--- config.mk ---
export PLATFORM = sky130hd
export DESIGN_NAME = rst_cause_latch
export DESIGN_NICKNAME = d
export VERILOG_FILES = /design/src/rtl/rcl_pkg.sv /design/src/rtl/rcl_seq.sv /design/src/rtl/rcl_cfg.sv /design/src/rtl/rcl_bus.sv /design/src/rtl/rst_cause_latch.sv
export SDC_FILE = /design/constraint.sdc
export NUM_CORES = 1
export LEC_CHECK = 0
export BUFFER_PORTS_ARGS = -buffer_cell sky130_fd_sc_hd__buf_2
export CAP_MARGIN = 40
export CELL_PAD_IN_SITES_DETAIL_PLACEMENT = 1
export CELL_PAD_IN_SITES_GLOBAL_PLACEMENT = 1
export CORE_MARGIN = 2
export CORE_UTILIZATION = 29
export DETAILED_ROUTE_END_ITERATION = 10
export PLACE_DENSITY_LB_ADDON = 0.1
export SLEW_MARGIN = 10
export SYNTH_ARGS = -nofsm -noshare
export SYNTH_HDL_FRONTEND = slang
export SYNTH_HIERARCHICAL = 1
export SYNTH_SLANG_ARGS = --single-unit
--- constraint.sdc ---
create_clock -name clk -period 2.8 [get_ports clk]
set_clock_uncertainty 0.1 [all_clocks]
set_input_delay 0.28 -clock clk [delete_from_list [all_inputs] [get_ports clk]]
set_output_delay 0.28 -clock clk [all_outputs]
set_load 0.01 [all_outputs]
--- src/rtl/rcl_pkg.sv ---
package rcl_pkg;
    localparam int DATA_W     = 32;
    localparam int NSRC       = 5;
    localparam int SRC_POR    = 0;
    localparam int SRC_PIN    = 1;
    localparam int SRC_WDOG   = 2;
    localparam int SRC_SWSYS  = 3;
    localparam int SRC_SWEXT  = 4;
    localparam int GLITCH_BIT = 8;
    localparam int BOOT_LSB   = 16;
    localparam int WKP_BIT    = 20;
    localparam int CTRL_SYS   = 0;
    localparam int CTRL_EXT   = 1;

    typedef logic [NSRC-1:0] src_vec_t;

    typedef struct packed {
        logic [1:0] boot;
        logic [1:0] pll;
        logic       wkp;
    } cfg_t;
endpackage

--- src/rtl/rcl_seq.sv ---
module rcl_seq
    import rcl_pkg::*;
#(
    parameter int HOLD_CYCLES = 16,
    parameter int CNT_W       = $clog2(HOLD_CYCLES + 1)
) (
    input  logic     clk,
    input  logic     rst_n,
    input  src_vec_t req_i,
    output logic     rst_out_o,
    output logic     release_o,
    output src_vec_t src_o
);
    localparam logic [CNT_W-1:0] HOLD_LD  = CNT_W'(HOLD_CYCLES);
    localparam src_vec_t         EXT_ONLY = src_vec_t'(1 << SRC_SWEXT);
    localparam src_vec_t         POR_ONLY = src_vec_t'(1 << SRC_POR);

    typedef struct packed {
        logic             active;
        logic [CNT_W-1:0] cnt;
        src_vec_t         src;
    } seq_state_t;

    seq_state_t st_d, st_q;
    logic       rel_d;

    always_comb begin
        st_d  = st_q;
        rel_d = 1'b0;
        if (|req_i) begin
            if (!st_q.active) begin
                // a new reset event; a lone software external request is additive
                st_d.src = (req_i == EXT_ONLY) ? (st_q.src | req_i) : req_i;
            end else begin
                st_d.src = st_q.src | req_i;
            end
            st_d.active = 1'b1;
            st_d.cnt    = HOLD_LD;
        end else if (st_q.active) begin
            if (st_q.cnt <= CNT_W'(1)) begin
                st_d.active = 1'b0;
                st_d.cnt    = '0;
                rel_d       = 1'b1;
            end else begin
                st_d.cnt = st_q.cnt - CNT_W'(1);
            end
        end
    end

    always_ff @(posedge clk or negedge rst_n) begin
        if (!rst_n) begin
            st_q.active <= 1'b1;
            st_q.cnt    <= HOLD_LD;
            st_q.src    <= POR_ONLY;
        end else begin
            st_q <= st_d;
        end
    end

    assign rst_out_o = st_q.active;
    assign release_o = rel_d;
    assign src_o     = st_q.src;
endmodule

--- src/rtl/rcl_cfg.sv ---
module rcl_cfg
    import rcl_pkg::*;
#(
    parameter logic [1:0] PLL_DEF  = 2'b10,
    parameter logic [1:0] BOOT_DEF = 2'b00
) (
    input  logic       clk,
    input  logic       rst_n,
    input  logic       release_i,
    input  logic       cfg_en_i,
    input  logic [1:0] boot_i,
    input  logic [1:0] pll_i,
    input  logic       wkp_i,
    output cfg_t       cfg_o
);
    cfg_t cfg_d, cfg_q;

    always_comb begin
        cfg_d = cfg_q;
        if (release_i) begin
            cfg_d.wkp  = wkp_i;
            cfg_d.boot = cfg_en_i ? boot_i : BOOT_DEF;
            cfg_d.pll  = cfg_en_i ? pll_i  : PLL_DEF;
        end
    end

    always_ff @(posedge clk or negedge rst_n) begin
        if (!rst_n) begin
            cfg_q.boot <= BOOT_DEF;
            cfg_q.pll  <= PLL_DEF;
            cfg_q.wkp  <= 1'b0;
        end else begin
            cfg_q <= cfg_d;
        end
    end

    assign cfg_o = cfg_q;
endmodule

--- src/rtl/rcl_bus.sv ---
module rcl_bus
    import rcl_pkg::*;
#(
    parameter int ADDR_W      = 8,
    parameter int OFS_STATUS  = 'h0C,
    parameter int OFS_CTRL    = 'h10
) (
    input  logic              clk,
    input  logic              rst_n,
    input  logic              sel_i,
    input  logic              wr_i,
    input  logic [ADDR_W-1:0] addr_i,
    input  logic [DATA_W-1:0] wdata_i,
    output logic [DATA_W-1:0] rdata_o,
    input  logic              glitch_i,
    input  src_vec_t          src_i,
    input  cfg_t              cfg_i,
    output logic              sw_sys_o,
    output logic              sw_ext_o,
    output logic              gflag_o
);
    localparam logic [ADDR_W-1:0] A_STAT = ADDR_W'(OFS_STATUS);
    localparam logic [ADDR_W-1:0] A_CTRL = ADDR_W'(OFS_CTRL);

    typedef struct packed {
        logic gflag;
        logic sw_sys;
        logic sw_ext;
    } bus_state_t;

    bus_state_t bs_d, bs_q;
    logic       wr_stat, wr_ctrl;
    logic       unused_wdata;

    assign wr_stat      = sel_i && wr_i && (addr_i == A_STAT);
    assign wr_ctrl      = sel_i && wr_i && (addr_i == A_CTRL);
    assign unused_wdata = ^wdata_i;

    always_comb begin
        bs_d        = bs_q;
        bs_d.sw_sys = wr_ctrl && wdata_i[CTRL_SYS];
        bs_d.sw_ext = wr_ctrl && wdata_i[CTRL_EXT];
        if (glitch_i) begin
            bs_d.gflag = 1'b1;
        end else if (wr_stat && wdata_i[GLITCH_BIT]) begin
            bs_d.gflag = 1'b0;
        end
    end

    always_ff @(posedge clk or negedge rst_n) begin
        if (!rst_n) begin
            bs_q <= '0;
        end else begin
            bs_q <= bs_d;
        end
    end

    always_comb begin
        rdata_o = '0;
        if (addr_i == A_STAT) begin
            rdata_o[NSRC-1:0]            = src_i;
            rdata_o[GLITCH_BIT]          = bs_q.gflag;
            rdata_o[BOOT_LSB+1:BOOT_LSB] = cfg_i.boot;
            rdata_o[WKP_BIT]             = cfg_i.wkp;
        end
    end

    assign sw_sys_o = bs_q.sw_sys;
    assign sw_ext_o = bs_q.sw_ext;
    assign gflag_o  = bs_q.gflag;
endmodule

--- src/rtl/rst_cause_latch.sv ---
module rst_cause_latch
    import rcl_pkg::*;
#(
    parameter int         HOLD_CYCLES = 16,
    parameter int         ADDR_W      = 8,
    parameter logic [1:0] PLL_DEF     = 2'b10,
    parameter logic [1:0] BOOT_DEF    = 2'b00
) (
    input  logic              clk,
    input  logic              rst_n,
    input  logic              req_por_i,
    input  logic              req_pin_i,
    input  logic              req_wdog_i,
    input  logic              glitch_i,
    input  logic              cfg_en_i,
    input  logic [1:0]        boot_pins_i,
    input  logic [1:0]        pll_pins_i,
    input  logic              wkp_pin_i,
    input  logic              bus_sel_i,
    input  logic              bus_wr_i,
    input  logic [ADDR_W-1:0] bus_addr_i,
    input  logic [31:0]       bus_wdata_i,
    output logic [31:0]       bus_rdata_o,
    output logic              rst_out_o,
    output logic [1:0]        boot_cfg_o,
    output logic [1:0]        pll_cfg_o,
    output logic              wkp_cfg_o
);
    localparam int CNT_W = $clog2(HOLD_CYCLES + 1);

    src_vec_t req_vec, src_vec;
    cfg_t     cfg;
    logic     sw_sys, sw_ext, release_s, gflag;

    always_comb begin
        req_vec            = '0;
        req_vec[SRC_POR]   = req_por_i;
        req_vec[SRC_PIN]   = req_pin_i;
        req_vec[SRC_WDOG]  = req_wdog_i;
        req_vec[SRC_SWSYS] = sw_sys;
        req_vec[SRC_SWEXT] = sw_ext;
    end

    rcl_seq #(.HOLD_CYCLES(HOLD_CYCLES), .CNT_W(CNT_W)) u_seq (
        .clk(clk), .rst_n(rst_n), .req_i(req_vec),
        .rst_out_o(rst_out_o), .release_o(release_s), .src_o(src_vec)
    );

    rcl_cfg #(.PLL_DEF(PLL_DEF), .BOOT_DEF(BOOT_DEF)) u_cfg (
        .clk(clk), .rst_n(rst_n), .release_i(release_s), .cfg_en_i(cfg_en_i),
        .boot_i(boot_pins_i), .pll_i(pll_pins_i), .wkp_i(wkp_pin_i), .cfg_o(cfg)
    );

    rcl_bus #(.ADDR_W(ADDR_W)) u_bus (
        .clk(clk), .rst_n(rst_n), .sel_i(bus_sel_i), .wr_i(bus_wr_i),
        .addr_i(bus_addr_i), .wdata_i(bus_wdata_i), .rdata_o(bus_rdata_o),
        .glitch_i(glitch_i), .src_i(src_vec), .cfg_i(cfg),
        .sw_sys_o(sw_sys), .sw_ext_o(sw_ext), .gflag_o(gflag)
    );

    assign boot_cfg_o = cfg.boot;
    assign pll_cfg_o  = cfg.pll;
    assign wkp_cfg_o  = cfg.wkp;
endmodule

* Word level (Yosys, flattened, before mapping) *
Index checks and enable logic that the tools add are counted.

storage, ports and cells
  output and inout bits = 38
  logic and storage cells = 41
  bits in registers = 19
  memories kept = 0
  bits in writable memories = 0
  latch bits = 0
  ROM bits = 0
  bits of input ports = 54

operators by class
  reduce and logical (&&, ||, !) cells = 9
  mux-type cells = 17
  div/mod/pow operators = 0
  eq/ne operators = 3
  bitwise gates (word level) = 1
  $lt $le $gt $ge = 1
  multiply operators = 0
  shift operators = 0
  add/sub/neg operators = 1

operators with widths
  cell                                                                              count
  5-bit two-way mux                                                                 4
  6-bit two-way mux                                                                 2
  8-bit by 4-bit == test with 1-bit output, second input constant                   1
  8-bit by 5-bit == test with 1-bit output, second input constant                   1
  1-bit two-way mux                                                                 8
  1-bit logical AND                                                                 6
  2-bit two-way mux                                                                 3
  5-bit == test, second input constant                                              1
  5-bit by 1-bit less-or-equal comparator with 1-bit output, second input constant  1
  5-bit bitwise OR                                                                  1
  5-bit OR reduction                                                                1
  5-bit by 1-bit subtractor with 5-bit output, second input constant                1
  2-bit nonzero test                                                                2

* Longest topological paths before layout *
  depth in word-level cells = 5
  gate-level depth with buffers = 8
  gate-level depth less buffers = 7

* Cells and area by module *
The synthesis kept the hierarchy.

modules (own cells, without submodules)
  module   area each (sq um)  cells an instance  times used  sequential area each (sq um)
  rcl_seq  575.6              54                 1           279.0
  rcl_bus  390.4              46                 1           75.1
  rcl_cfg  207.7              19                 1           126.4

* Worst setup path before layout *
Ideal clock, no wire load.

  path type = register -> register
  start point = register u_bus.bs_q, in the netlist u_bus/sw_sys_o
  end point = register u_cfg.cfg_q, in the netlist u_cfg/cfg_o[0]
  setup slack = 1.009 ns
  period minus slack after synthesis = 1.791 ns
  buffers on the path = 1
  cell stages (with the launch flop) = 6
  required time = 2.575 ns
  arrival time = 1.566 ns
  library setup time = 0.125 ns
  cell sequence = dfrtp_1 -> or4_4 -> nor2_1 -> and3_1 -> buf_6 -> mux2_4

on the way
  word-level cells in the longest chain between the ends = 2

ends and longest elaborated chain
  element                   line                   RTL
  start: declaration        rcl_bus.sv:31          bus_state_t bs_d, bs_q;
  start signal: assignment  rcl_bus.sv:54          bs_q <= bs_d;
  5-bit OR reduction        rcl_seq.sv:30          if (|req_i) begin
  1-bit two-way mux         rcl_seq.sv:30
  via release_s             rst_cause_latch.sv:33  logic sw_sys, sw_ext, release_s, gflag;
  end signal: assignment    rcl_cfg.sv:33          cfg_q <= cfg_d;
  end: declaration          rcl_cfg.sv:16          cfg_t cfg_d, cfg_q;

The timed path passes the listed nets, and every way through them passes these cells.
A chain may end at the register's enable or synchronous reset.

* Worst setup path in the final report *
Ends and elaborated chain as after synthesis.

==> run metrics <==
status=completed; top-count cell post-synth=buf_4; core area=0.00394 mm²; critical path required time=roughly 2800 ps; Mapped Area=between 0.001 and 0.0015 mm²; static leakage power=roughly 0.70 nW; Worst-path clk slew=70 ps; drt initial violations=27; Critical R2R Capture=u_cfg/cfg_o[0]$_DFFE_PN0P_; Worst R2R Path Depth=4; Fin. Hold Viols=0; P per Cell Area=458 mW/mm²; initial antenna violation count=0; Ant. Diodes=0; DRC Markers=0; Root Buffer=clkbuf_8; synth warn=6; port bufs=39; first-pass GRT wire length=between 4000 and 5000 µm; Post-synth top cells=28 x buf_4, 15 x dfrtp_1, 11 x and2_1; clk buf depth=2; Yosys reg bits=19; layout cell share with drive strength beyond 1=0.333; vias in the first global route=between 800 and 900; TNS Setup=0 ps; Syn Inst Count=roughly 120; fin cells=slightly above 200; R2R Setup Slk=780 ps; Hold Crit Class=in2reg; Slew Limit Fails=0; RSZ-0062 raised after global routing=false; post-route clock period utilization=0.722; CP Class=reg2reg; final core occ=0.342; chip width=roughly 68 µm; sequential share of the synthesized area=0.409; area leader, netlist=dfrtp_1; cell row count=23; DIE AREA=approximately 0.0046 mm²; max-cap violation count=0; Yosys top cell area share=0.320; Crit. Startpoint=u_bus/sw_sys_o$_DFF_PN0_; CTS Sinks=19; vias per inst=about 4.3; CTS tree=done; Synth Area per Inst=about 9.9 µm²; hpwl dp=1980 µm; Worst EP arrival=between 2000 and 2500 ps; Worst-Skew Late Latency=approximately 250 ps; Reg2Reg Launch Point=u_bus/sw_sys_o$_DFF_PN0_; crit end category=flop; min cycle time layout=2020 ps; VDD IR max=approximately 150 µV; Tot GR Track Use=0.117; CP Capture Point=u_cfg/cfg_o[0]$_DFFE_PN0P_; Routed Wire Length=roughly 2500 µm; IO Count=92; pin count of the biggest net entering global routing=20; fraction of registers with async set/reset=1.00; # setup viols final=0; placed insts=between 200 and 250; ys flop type=dfrtp_1; Num CTS Buffers=3; Max FO, Critical Path=9; Initial Utilization=0.298; type of origin of the critical path=flop; GRT overflow=0; number of flops mapped to enable cells by yosys=0; Final GP Congestion=0.719; Synth cell types=34; Synth area leaders=dfrtp_1 32%, buf_4 18%, dfstp_2 9.0%; drt first pass iters=2; Post-CTS Repair Setup Buffers=0; mean routed wirelength per cell=roughly 12 µm; fin nets=approximately 210; die height=67.6 µm; area delta synth->final=14.8%; Vias=887; htree depth=1; top achievable clock speed=494 MHz; antenna-violating nets left=0
## cell families after synthesis
logic type / count (synthesis) / synth area share
multiplexers: 2 / 0.0213
adder cells (fa/ha/maj): 2 / 0.0213
AND/OR/NAND/NOR: 41 / 0.232
buffers and inverters: 35 / 0.208
flip-flops: 19 / 0.409
other: 1 / 0.00320
AO/OA/AOI/OAI: 19 / 0.104
## where the power goes
| part | internal (mW) | leakage [nW] | switching [mW] | total (mW) |
|---|---|---|---|---|
| clock | 0.101 | 0.0228 | 0.0884 | 0.189 |
| combinational | 0.0471 | 0.450 | 0.0649 | 0.112 |
| sequential | 0.300 | 0.223 | 0.0156 | 0.316 |
## critical path: stages, from the launching register on
cell and delay, ps:
dfrtp_1 400, or4_4 490, nor2_1 200, and3_1 380, mux2_4 330
## registers in the layout, summed over array words and instances (netlist names)
signal           count
u_bus/gflag_o        1
u_bus/sw_sys_o       1
u_cfg/cfg_o          5
u_seq/rst_out_o      1
u_seq/st_q           5
u_seq/src_o          5
u_bus/sw_ext_o       1
## placed cells by master, fill, tap and decap left out, types with 2 or more instances in the layout
| cell type | count |
|---|---|
| buf_2 | 39 |
| dfrtp_1 | 15 |
| o211ai_1 | 2 |
| a21o_1 | 4 |
| ha_1 | 2 |
| o21ai_0 | 5 |
| nand3_1 | 3 |
| and2_1 | 11 |
| nand2_1 | 3 |
| or4_1 | 2 |
| dfstp_2 | 4 |
| a21oi_1 | 3 |
| or4_4 | 2 |
| nand4b_1 | 2 |
| inv_1 | 6 |
| nor4_1 | 2 |
| conb_1 | 23 |
| nor2_1 | 5 |
| nor2b_1 | 2 |
| clkbuf_8 | 3 |
| nand2b_1 | 3 |
## how the worst min path moves through the flow
| stage | from | to | slack (ps) | depth (start not counted) |
|---|---|---|---|---|
| floorplan | rst_n | u_bus/gflag_o$_DFFE_PN0P_ | -120 | 0 |
| global placement | rst_n | u_seq/st_q[5]$_DFFE_PN0P_ | 150 | 1 |
| detailed placement | rst_n | u_seq/st_q[5]$_DFFE_PN0P_ | 160 | 1 |
| CTS | cfg_en_i | u_cfg/cfg_o[2]$_DFFE_PN1P_ | 110 | 2 |
| global route | cfg_en_i | u_cfg/cfg_o[2]$_DFFE_PN1P_ | 120 | 2 |
| finish | cfg_en_i | u_cfg/cfg_o[2]$_DFFE_PN1P_ | 110 | 2 |
## per-stage QoR
stage | instance area [µm²] | worst slack, ps | hold WS [ps] | power [mW]
CTS | 1350 | 757 | 110 | 0.632
floorplan | 1260 | 1010 | -116 | 0.404
finish | 1350 | 777 | 114 | 0.617
global placement | 1290 | 719 | 155 | 0.430
global route | 1350 | 644 | 119 | 0.664
detailed placement | 1290 | 729 | 157 | 0.433
## per-layer routing
metal / part of all wire / wire length, µm / track usage
met3: 0.046 / 112 / 0.0217
met5: 0 / 0 / 0
met2: 0.50 / 1220 / 0.188
met4: 0.0090 / 22 / 0.0536
met1: 0.45 / 1100 / 0.151
## cell type report
| cell class | count | area (µm²) |
|---|---|---|
| timing repair buffer | 40 | 205 |
| inverter | 6 | 22.5 |
| clock buffer | 4 | 45.0 |
| fill | 481 | 2590 |
| sequential | 19 | 480 |
| tap | 50 | 62.6 |
| multi-input combinational | 87 | 532 |
## repair_timing
action                                 in CTS  in global routing
gates resized for setup                     0                  0
endpoints found under the hold margin      15                  0
hold buffers                                1                  0
Note: power is estimated with default switching activity, not from simulation.
